===== src/rtl/rxst_pkg.sv =====
package rxst_pkg;

  localparam int NUM_FLAGS = 6;
  localparam int REG_W     = 16;

  // Reset pattern on the flag vector (flag indices 3 and 4 -> bits 5 and 6).
  localparam logic [NUM_FLAGS-1:0] FLAG_RST = 6'b011000;

  // Register bit that carries clearable flag i.
  function automatic int flag_pos(input int idx);
    case (idx)
      0: flag_pos = 0;
      1: flag_pos = 1;
      2: flag_pos = 4;
      3: flag_pos = 5;
      4: flag_pos = 6;
      default: flag_pos = 7;
    endcase
  endfunction

  // Modulo-2^W count step: +1 on inc, -1 on dec, hold when both or neither.
  function automatic logic [3:0] cnt_step(input logic [3:0] cur,
                                          input logic inc, input logic dec);
    logic [3:0] nxt;
    nxt = cur;
    if (inc && !dec) nxt = cur + 4'd1;
    else if (dec && !inc) nxt = cur - 4'd1;
    return nxt;
  endfunction

  typedef struct packed {
    logic perr;
    logic ferr;
  } err_tag_t;

endpackage


===== src/rtl/rxst_tag_fifo.sv =====
module rxst_tag_fifo
  import rxst_pkg::*;
#(
  parameter int DEPTH = 16
) (
  input  logic     clk,
  input  logic     rst_n,
  input  logic     push,
  input  err_tag_t push_tag,
  input  logic     pop,
  output logic     push_acc,
  output logic     pop_acc,
  output err_tag_t head_tag,
  output logic     full,
  output logic     empty
);
  localparam int AW = $clog2(DEPTH);

  err_tag_t         mem [DEPTH];
  logic [AW-1:0]    wr_ptr, rd_ptr;
  logic [AW:0]      level;

  assign full     = (level == (AW+1)'(DEPTH));
  assign empty    = (level == '0);
  assign push_acc = push && !full;
  assign pop_acc  = pop && !empty;
  assign head_tag = empty ? '0 : mem[rd_ptr];

  always_ff @(posedge clk) begin
    if (push_acc) mem[wr_ptr] <= push_tag;
  end

  always_ff @(posedge clk or negedge rst_n) begin
    if (!rst_n) begin
      wr_ptr <= '0;
      rd_ptr <= '0;
      level  <= '0;
    end else begin
      if (push_acc) wr_ptr <= wr_ptr + 1'b1;
      if (pop_acc)  rd_ptr <= rd_ptr + 1'b1;
      case ({push_acc, pop_acc})
        2'b10:   level <= level + 1'b1;
        2'b01:   level <= level - 1'b1;
        default: level <= level;
      endcase
    end
  end
endmodule


===== src/rtl/rxst_err_count.sv =====
module rxst_err_count
  import rxst_pkg::*;
(
  input  logic       clk,
  input  logic       rst_n,
  input  logic       inc,
  input  logic       dec,
  output logic [3:0] cnt
);
  always_ff @(posedge clk or negedge rst_n) begin
    if (!rst_n) cnt <= '0;
    else        cnt <= cnt_step(cnt, inc, dec);
  end
endmodule


===== src/rtl/rxst_flag_cell.sv =====
module rxst_flag_cell #(
  parameter logic RST_VAL = 1'b0
) (
  input  logic clk,
  input  logic rst_n,
  input  logic hw_set,
  input  logic rd_stb,
  input  logic wr_zero,
  output logic flag,
  output logic seen
);
  logic clr_ok;
  assign clr_ok = wr_zero && seen;

  always_ff @(posedge clk or negedge rst_n) begin
    if (!rst_n) begin
      flag <= RST_VAL;
      seen <= 1'b0;
    end else if (hw_set) begin
      flag <= 1'b1;
      seen <= 1'b0;
    end else if (clr_ok) begin
      flag <= 1'b0;
      seen <= 1'b0;
    end else if (rd_stb && flag) begin
      seen <= 1'b1;
    end
  end
endmodule


===== src/rtl/uart_rxerr_status.sv =====
module uart_rxerr_status
  import rxst_pkg::*;
#(
  parameter int FIFO_DEPTH = 16
) (
  input  logic                 clk,
  input  logic                 rst_n,
  input  logic                 cpu_rd,
  input  logic                 cpu_wr,
  input  logic [REG_W-1:0]     cpu_wdata,
  output logic [REG_W-1:0]     cpu_rdata,
  input  logic                 rx_push,
  input  logic                 rx_push_perr,
  input  logic                 rx_push_ferr,
  input  logic                 rx_pop,
  input  logic [NUM_FLAGS-1:0] flag_set
);
  // Named internal events, visible to the bound checker.
  logic                 push_acc, pop_acc;
  logic                 fifo_full, fifo_empty;
  err_tag_t             head_tag, push_tag;
  logic [3:0]           perr_cnt, ferr_cnt;
  logic [NUM_FLAGS-1:0] flag_q, seen_q, wr_zero;

  assign push_tag = '{perr: rx_push_perr, ferr: rx_push_ferr};

  rxst_tag_fifo #(.DEPTH(FIFO_DEPTH)) u_fifo (
    .clk      (clk),
    .rst_n    (rst_n),
    .push     (rx_push),
    .push_tag (push_tag),
    .pop      (rx_pop),
    .push_acc (push_acc),
    .pop_acc  (pop_acc),
    .head_tag (head_tag),
    .full     (fifo_full),
    .empty    (fifo_empty)
  );

  rxst_err_count u_perr (
    .clk (clk), .rst_n (rst_n),
    .inc (push_acc && push_tag.perr),
    .dec (pop_acc && head_tag.perr),
    .cnt (perr_cnt)
  );

  rxst_err_count u_ferr (
    .clk (clk), .rst_n (rst_n),
    .inc (push_acc && push_tag.ferr),
    .dec (pop_acc && head_tag.ferr),
    .cnt (ferr_cnt)
  );

  for (genvar i = 0; i < NUM_FLAGS; i++) begin : g_flag
    assign wr_zero[i] = cpu_wr && !cpu_wdata[flag_pos(i)];
    rxst_flag_cell #(.RST_VAL(FLAG_RST[i])) u_cell (
      .clk     (clk),
      .rst_n   (rst_n),
      .hw_set  (flag_set[i]),
      .rd_stb  (cpu_rd),
      .wr_zero (wr_zero[i]),
      .flag    (flag_q[i]),
      .seen    (seen_q[i])
    );
  end

  always_comb begin
    cpu_rdata        = '0;
    cpu_rdata[15:12] = perr_cnt;
    cpu_rdata[11:8]  = ferr_cnt;
    cpu_rdata[3]     = head_tag.ferr;
    cpu_rdata[2]     = head_tag.perr;
    for (int i = 0; i < NUM_FLAGS; i++) cpu_rdata[flag_pos(i)] = flag_q[i];
  end
endmodule


===== config.mk =====
export PLATFORM = sky130hd
export DESIGN_NAME = uart_rxerr_status
export DESIGN_NICKNAME = d
export VERILOG_FILES = /design/src/rtl/rxst_pkg.sv /design/src/rtl/rxst_tag_fifo.sv /design/src/rtl/rxst_err_count.sv /design/src/rtl/rxst_flag_cell.sv /design/src/rtl/uart_rxerr_status.sv
export SDC_FILE = /design/constraint.sdc
export NUM_CORES = 1
export LEC_CHECK = 0
export BUFFER_PORTS_ARGS = -buffer_cell sky130_fd_sc_hd__buf_2
export CAP_MARGIN = 10
export CORE_ASPECT_RATIO = 1.4
export CORE_MARGIN = 4
export CORE_UTILIZATION = 60
export DETAILED_ROUTE_END_ITERATION = 7
export PLACE_DENSITY = 0.92
export SYNTH_ARGS = -nofsm -noshare
export SYNTH_HDL_FRONTEND = slang
export SYNTH_SLANG_ARGS = --single-unit

===== constraint.sdc =====
create_clock -name clk -period 4.7 [get_ports clk]
set_input_delay 1.175 -clock clk [delete_from_list [all_inputs] [get_ports clk]]
set_output_delay 1.175 -clock clk [all_outputs]
set_load 0.05 [all_outputs]

After elaboration in Yosys (flattened, before gate mapping):

Memory sizes are Yosys's and may differ from the RTL's.
Cells that the tools add are included.

* add/subtract/negate cells: 8
* eq/ne operators: 3
* multiplexer cells: 38
* reduce and logical (&&, ||, !) cells: 56

Operators by type and width (count)
* two-way mux 1 bit: 32
* logical AND 1 bit: 28
* nonzero test 2 bit: 9
* nonzero test 3 bit: 6
* adder 4 x 1 -> 4 bit, second input constant: 4
* two-way mux 4 bit: 4
* zero test 1 bit: 12
* case mux 5 bit (2 select lines): 1
* subtractor 4 x 1 -> 4 bit, second input constant: 2
* adder 5 x 1 -> 5 bit, second input constant: 1
* equality test 5 bit, second input constant: 1
* zero test 5 bit: 1
* subtractor 5 x 1 -> 5 bit, second input constant: 1
* equality test 2 x 1 -> 1 bit, second input constant: 1
* equality test 2 bit, second input constant: 1
* two-way mux 2 bit: 1

* bits in registers: 33
* RAM bits: 32
* input bits: 30
* memories kept: 1

Memory list
* u_fifo.mem: depth 16, bits a word 2, read ports 1, clocked after memory_dff 0, wr ports 1, line rxst_tag_fifo.sv:19 `err_tag_t mem [DEPTH];`

Depth between registers and ports, before layout:

* depth in word-level cells: 8
* mapped depth: 12
* mapped depth without buffers: 11

Hierarchy:

From an unflattened synthesis, not the netlist that was laid out.

* cells, all modules: 262
* area, all modules: 3339.5 µm²

By module, submodules not included
* rxst_tag_fifo: instances 1, cells each 152, area each 2169.6 µm²
* rxst_flag_cell at g_flag[0].u_cell ...: instances 4, cells each 7, area each 80.1 µm²
* rxst_err_count at u_ferr: instances 1, cells each 29, area each 307.8 µm²
* rxst_err_count at u_perr: instances 1, cells each 29, area each 301.5 µm²
* rxst_flag_cell at g_flag[3].u_cell ...: instances 2, cells each 7, area each 81.3 µm²
* uart_rxerr_status: instances 1, cells each 10, area each 77.6 µm²

Worst setup path before layout:

OpenSTA, ideal clock, no wires.

* path kind: input to register
* start: input port rx_push
* end: register u_fifo.level[4]
* data arrival time: 3068 ps
* required time: 4596 ps
* setup slack: 1528 ps
* stages on the path: 10
* path through: a21boi_1 buf_2 inv_1 ha_1 inv_1 fa_1 nor2b_1 o21a_1 mux2_1 o311ai_1

* longest elaborated chain between the ends: 3
* elaborated cells on any way between the ends: 5
* those cells by class: eq/ne: 2; mux: 1; reduce/logical: 2

RTL lines
* start: declaration: line uart_rxerr_status.sv:12 `input logic rx_push,`
* logical AND 1 bit *: line rxst_tag_fifo.sv:25 `assign push_acc = push && !full;`
* equality test 2 x 1 -> 1 bit / equality test 2 bit (equally long branches): line rxst_tag_fifo.sv:41 `case ({push_acc, pop_acc})`
* case mux 5 bit (2 select lines) / nonzero test 2 bit (equally long branches)
* end signal: assignment: line rxst_tag_fifo.sv:42 `2'b10: level <= level + 1'b1;`
* end signal: assignment: line rxst_tag_fifo.sv:43 `2'b01: level <= level - 1'b1;`
* end signal: assignment: line rxst_tag_fifo.sv:44 `default: level <= level;`
* end: declaration: line rxst_tag_fifo.sv:21 `logic [AW:0] level;`

Every way passes the cells marked *; elsewhere a longest branch is shown, timed or not.
A chain may end at the register's enable or synchronous reset.

Final worst setup path:

* start: register u_fifo.rd_ptr[2]
* end: output port cpu_rdata[3]

* longest elaborated chain between the ends: 2

RTL lines
* start: declaration: line rxst_tag_fifo.sv:20 `logic [AW-1:0] wr_ptr, rd_ptr;`
* start signal: assignment: line rxst_tag_fifo.sv:40 `if (pop_acc) rd_ptr <= rd_ptr + 1'b1;`
* memory read (16 x 2 bit)
* two-way mux 2 bit: line rxst_tag_fifo.sv:27 `assign head_tag = empty ? '0 : mem[rd_ptr];`
* end: declaration: line uart_rxerr_status.sv:11 `output logic [REG_W-1:0] cpu_rdata,`

Every way passes these cells.

==> impl_metrics.env <==
export IMPL_outcome="completed"
export IMPL_ctsResizeCount=0
export IMPL_critPathMaxStageDelay_ps=670
export IMPL_r2r_start="u_fifo.rd_ptr[2]"
export IMPL_cts_root_buffer="clkbuf_8"
export IMPL_drive_above_1_share_pct=20.91
export IMPL_grt_max_degree=34
export IMPL_clock_sinks=65
export IMPL_numPlacedInstances=337
export IMPL_grt_ovfl_total=0
export IMPL_ant_nets=0
export IMPL_viasPerCell=6.062
export IMPL_core_area_sq_um=5197
export IMPL_worstMarginPinSlew_ps=725.1
export IMPL_r2r_cells=10
export IMPL_path_class="register to output pin"
export IMPL_fin_crit_sh_pct=74.27
export IMPL_setup_violations_final=0
export IMPL_final_hold_viol_count=0
export IMPL_crit_slowest_cell="dfrtp_1"
export IMPL_clk_insertion_delay_late_ps=330
export IMPL_fp_dieW_um=70.04
export IMPL_critPathLaunchType="register"
export IMPL_track_usage_pct=21.37
export IMPL_max_vdd_ir_drop_uv=264.5
export IMPL_syn_num_nets=298
export IMPL_fin_skew_ps=12.63
export IMPL_synth_warning_count=0
export IMPL_die_h_um=94.86
export IMPL_maxSlewHeadroom_pct=51.66
export IMPL_dieArea_sq_um=6644
export IMPL_synth_seq_area_share_pct=55.34
export IMPL_drc=0
export IMPL_clockBufferDepth=2
export IMPL_grt_antenna_before_repair=0
export IMPL_min_to="g_flag[0].u_cell.flag"
export IMPL_vias=2140
export IMPL_crit_start="u_fifo.rd_ptr[2]"
export IMPL_num_rows=31
export IMPL_post_cts_buffers=0
export IMPL_finalWirelength_um=6557
export IMPL_grt_pass1_vias=2316
export IMPL_worstHoldPathType="register to register"
export IMPL_p_per_area_nw_per_um2=658.6
export IMPL_ys_seq_elements=65
export IMPL_syn_area_sq_um=3233
export IMPL_fmax_mhz=286.5
export IMPL_path_cells="mux4_1 -> mux2i_1 -> mux2_2 -> nor2_1 -> buf_2"
export IMPL_holdPathStages=1
export IMPL_final_util_pct=69.33
export IMPL_slew_viol_final=0
export IMPL_cts_buffers=9
export IMPL_path_buf_inv=1
export IMPL_wl_per_cell_um=18.58
export IMPL_whs_ps=504.6
export IMPL_min_from="g_flag[0].u_cell.flag"
export IMPL_gp_congestion=0.7897
export IMPL_ys_types=38
export IMPL_cts_hold_buf=0
export IMPL_drt_iter0_markers=93
export IMPL_rsz0062_at_grt="no"
export IMPL_antenna_cells=0
export IMPL_r2r_setup_slack_ps=1250
export IMPL_nNetsFinal=330
export IMPL_areaGrowthSynthToFinish_pct=11.46
export IMPL_avgSynthCellArea_sq_um=12.93
export IMPL_path_clk_slew_ps=70
export IMPL_place_port_buffers=35
export IMPL_cts_htree_levels=3
export IMPL_grt_pass1_wl_um=10930
export IMPL_cts_tree="done"
export IMPL_critPathCaptureType="output pin"
export IMPL_drv_cap=0
export IMPL_worstPathArrival_ps=2320
export IMPL_instances_no_fill=353
export IMPL_dp_hpwl_um=4684
export IMPL_crit_required_ps=3520
export IMPL_layout_min_cycle_time_ps=3491
export IMPL_syn_inst=250
export IMPL_io_pins=46
export IMPL_path_delay_family="multiplexers"
export IMPL_worstReg2RegEnd="u_perr.cnt[3]"
export IMPL_total_leakage_power_nw=1.447
export IMPL_tns_ps=0
export IMPL_firstDrtPassIters=4
export IMPL_worstPathMaxFanout=10
export IMPL_start_util_pct=62.21
[placed cells by master (no fill, tap or decap), types with 2 or more instances in the layout]
cell type and count:
buf_2 35, edfxtp_1 32, dfrtp_1 31, nand2_1 16
nor2_1 15, ha_1 15, o21ai_0 14, nor3_1 12
nand3b_1 12, inv_1 10, xnor2_1 10, a21o_1 9
a21oi_1 9, clkbuf_8 9, mux4_1 8, mux2i_1 7
mux2_2 4, nand2b_1 4, and2_1 3, xor2_1 3
fa_1 3, clkinvlp_4 3, mux2_1 2, nand4_1 2
a2111oi_0 2, o31ai_1 2, clkinv_2 2, dfstp_2 2
[per-layer routing]
layer,wire length (um),share of wire [%],vias up,track usage [%]
met1,2435,37,1065,22.67
met3,302,4.6,22,4.047
li1,-,-,972,-
met4,248,3.8,0,12.46
met2,3570,54,81,39.27
met5,0,0,-,0
[worst reg2reg max path, stage by stage (launching register included)]
cell,delay (ps)
dfrtp_1,670
mux4_1,650
mux2i_1,180
mux2_2,190
nand2b_1,140
ha_1,260
inv_1,150
ha_1,300
a21o_1,210
a2111oi_0,460
o31ai_1,140
[worst max-delay path by stage]
stage / slack (ps) / depth (start not counted) / endpoint
floorplan: 1530 / 10 / u_fifo.level[4]
global placement: 1230 / 9 / u_fifo.level[4]
detailed placement: 1110 / 9 / u_fifo.level[4]
CTS: 1220 / 5 / cpu_rdata[3]
global route: 990 / 10 / u_perr.cnt[3]
finish: 1210 / 5 / cpu_rdata[3]
[kinds of logic (layout without fill, tap and decap cells)]
group | after synthesis | count (layout) | share of synthesized area, %
buffers and inverters | 25 | 62 | 3.947
DFF | 65 | 65 | 55.34
muxes | 21 | 21 | 10.76
AOI/OAI and AO/OA | 40 | 40 | 7.740
xor gates and xnor gates | 13 | 13 | 3.522
adders and majority gates | 18 | 18 | 7.663
and+or+nand+nor | 68 | 68 | 11.03
[where the power goes]
part	switching, mW	internal [mW]	leakage (nW)
clock	0.216	0.243	0.0912
combinational	0.606	0.405	0.681
sequential	0.171	0.732	0.675
total	0.994	1.38	1.45
[layout make-up]
type	instances	area (sq um)
clock inverters	7	71.32
clock buffers	9	123.9
multi-input cells	160	1316
inverters	10	37.54
well taps	66	82.58
fillers	333	1594
repair buffers	36	182.7
flip-flops and latches	65	1789
[registers in the layout, indices dropped and copies added, names as in the netlist]
register,cells
g_flag.u_cell.seen,6
u_fifo.mem,32
u_ferr.cnt,4
u_perr.cnt,4
u_fifo.rd_ptr,4
u_fifo.level,5
u_fifo.wr_ptr,4
g_flag.u_cell.flag,6
[per-stage QoR]
step,worst slack [ps],power (mW),instance area [sq um]
detailed placement,1113,1.912,3408
floorplan,1528,1.665,3233
CTS,1217,2.380,3603
global route,994.5,2.521,3603
finish,1209,2.373,3603
global placement,1231,1.826,3408
[Yosys cell counts]
cell type / instances / share of area, %
mux2i_1: 7 / 2.2
dfstp_2: 2 / 1.6
or4_1: 1 / 0.23
clkbuf_1: 3 / 0.35
o21a_1: 1 / 0.23
buf_2: 2 / 0.31
nand2b_1: 4 / 0.77
xor2_1: 3 / 0.81
mux2_1: 2 / 0.70
a21oi_1: 9 / 1.4
buf_6: 1 / 0.35
mux4_1: 8 / 6.5
fa_1: 3 / 1.9
inv_1: 10 / 1.2
nor4_2: 1 / 0.39
nor3_1: 12 / 1.9
a21o_1: 9 / 2.1
dfrtp_1: 31 / 24
mux2_2: 4 / 1.4
ha_1: 15 / 5.8
a21boi_1: 1 / 0.23
nor3b_1: 1 / 0.23
o31ai_1: 2 / 0.46
nand2_1: 16 / 1.9
nor2_1: 15 / 1.7
edfxtp_1: 32 / 30
a21boi_2: 1 / 0.35
xnor2_1: 10 / 2.7
nand3b_1: 12 / 2.8
buf_4: 6 / 1.4
buf_1: 2 / 0.23
nor2b_1: 1 / 0.19
a2111oi_0: 2 / 0.54
nand4_1: 2 / 0.39
o311ai_1: 1 / 0.27
o21ai_0: 14 / 2.2
and2_1: 3 / 0.58
clkbuf_2: 1 / 0.15
(Power assumes the default switching activity.)
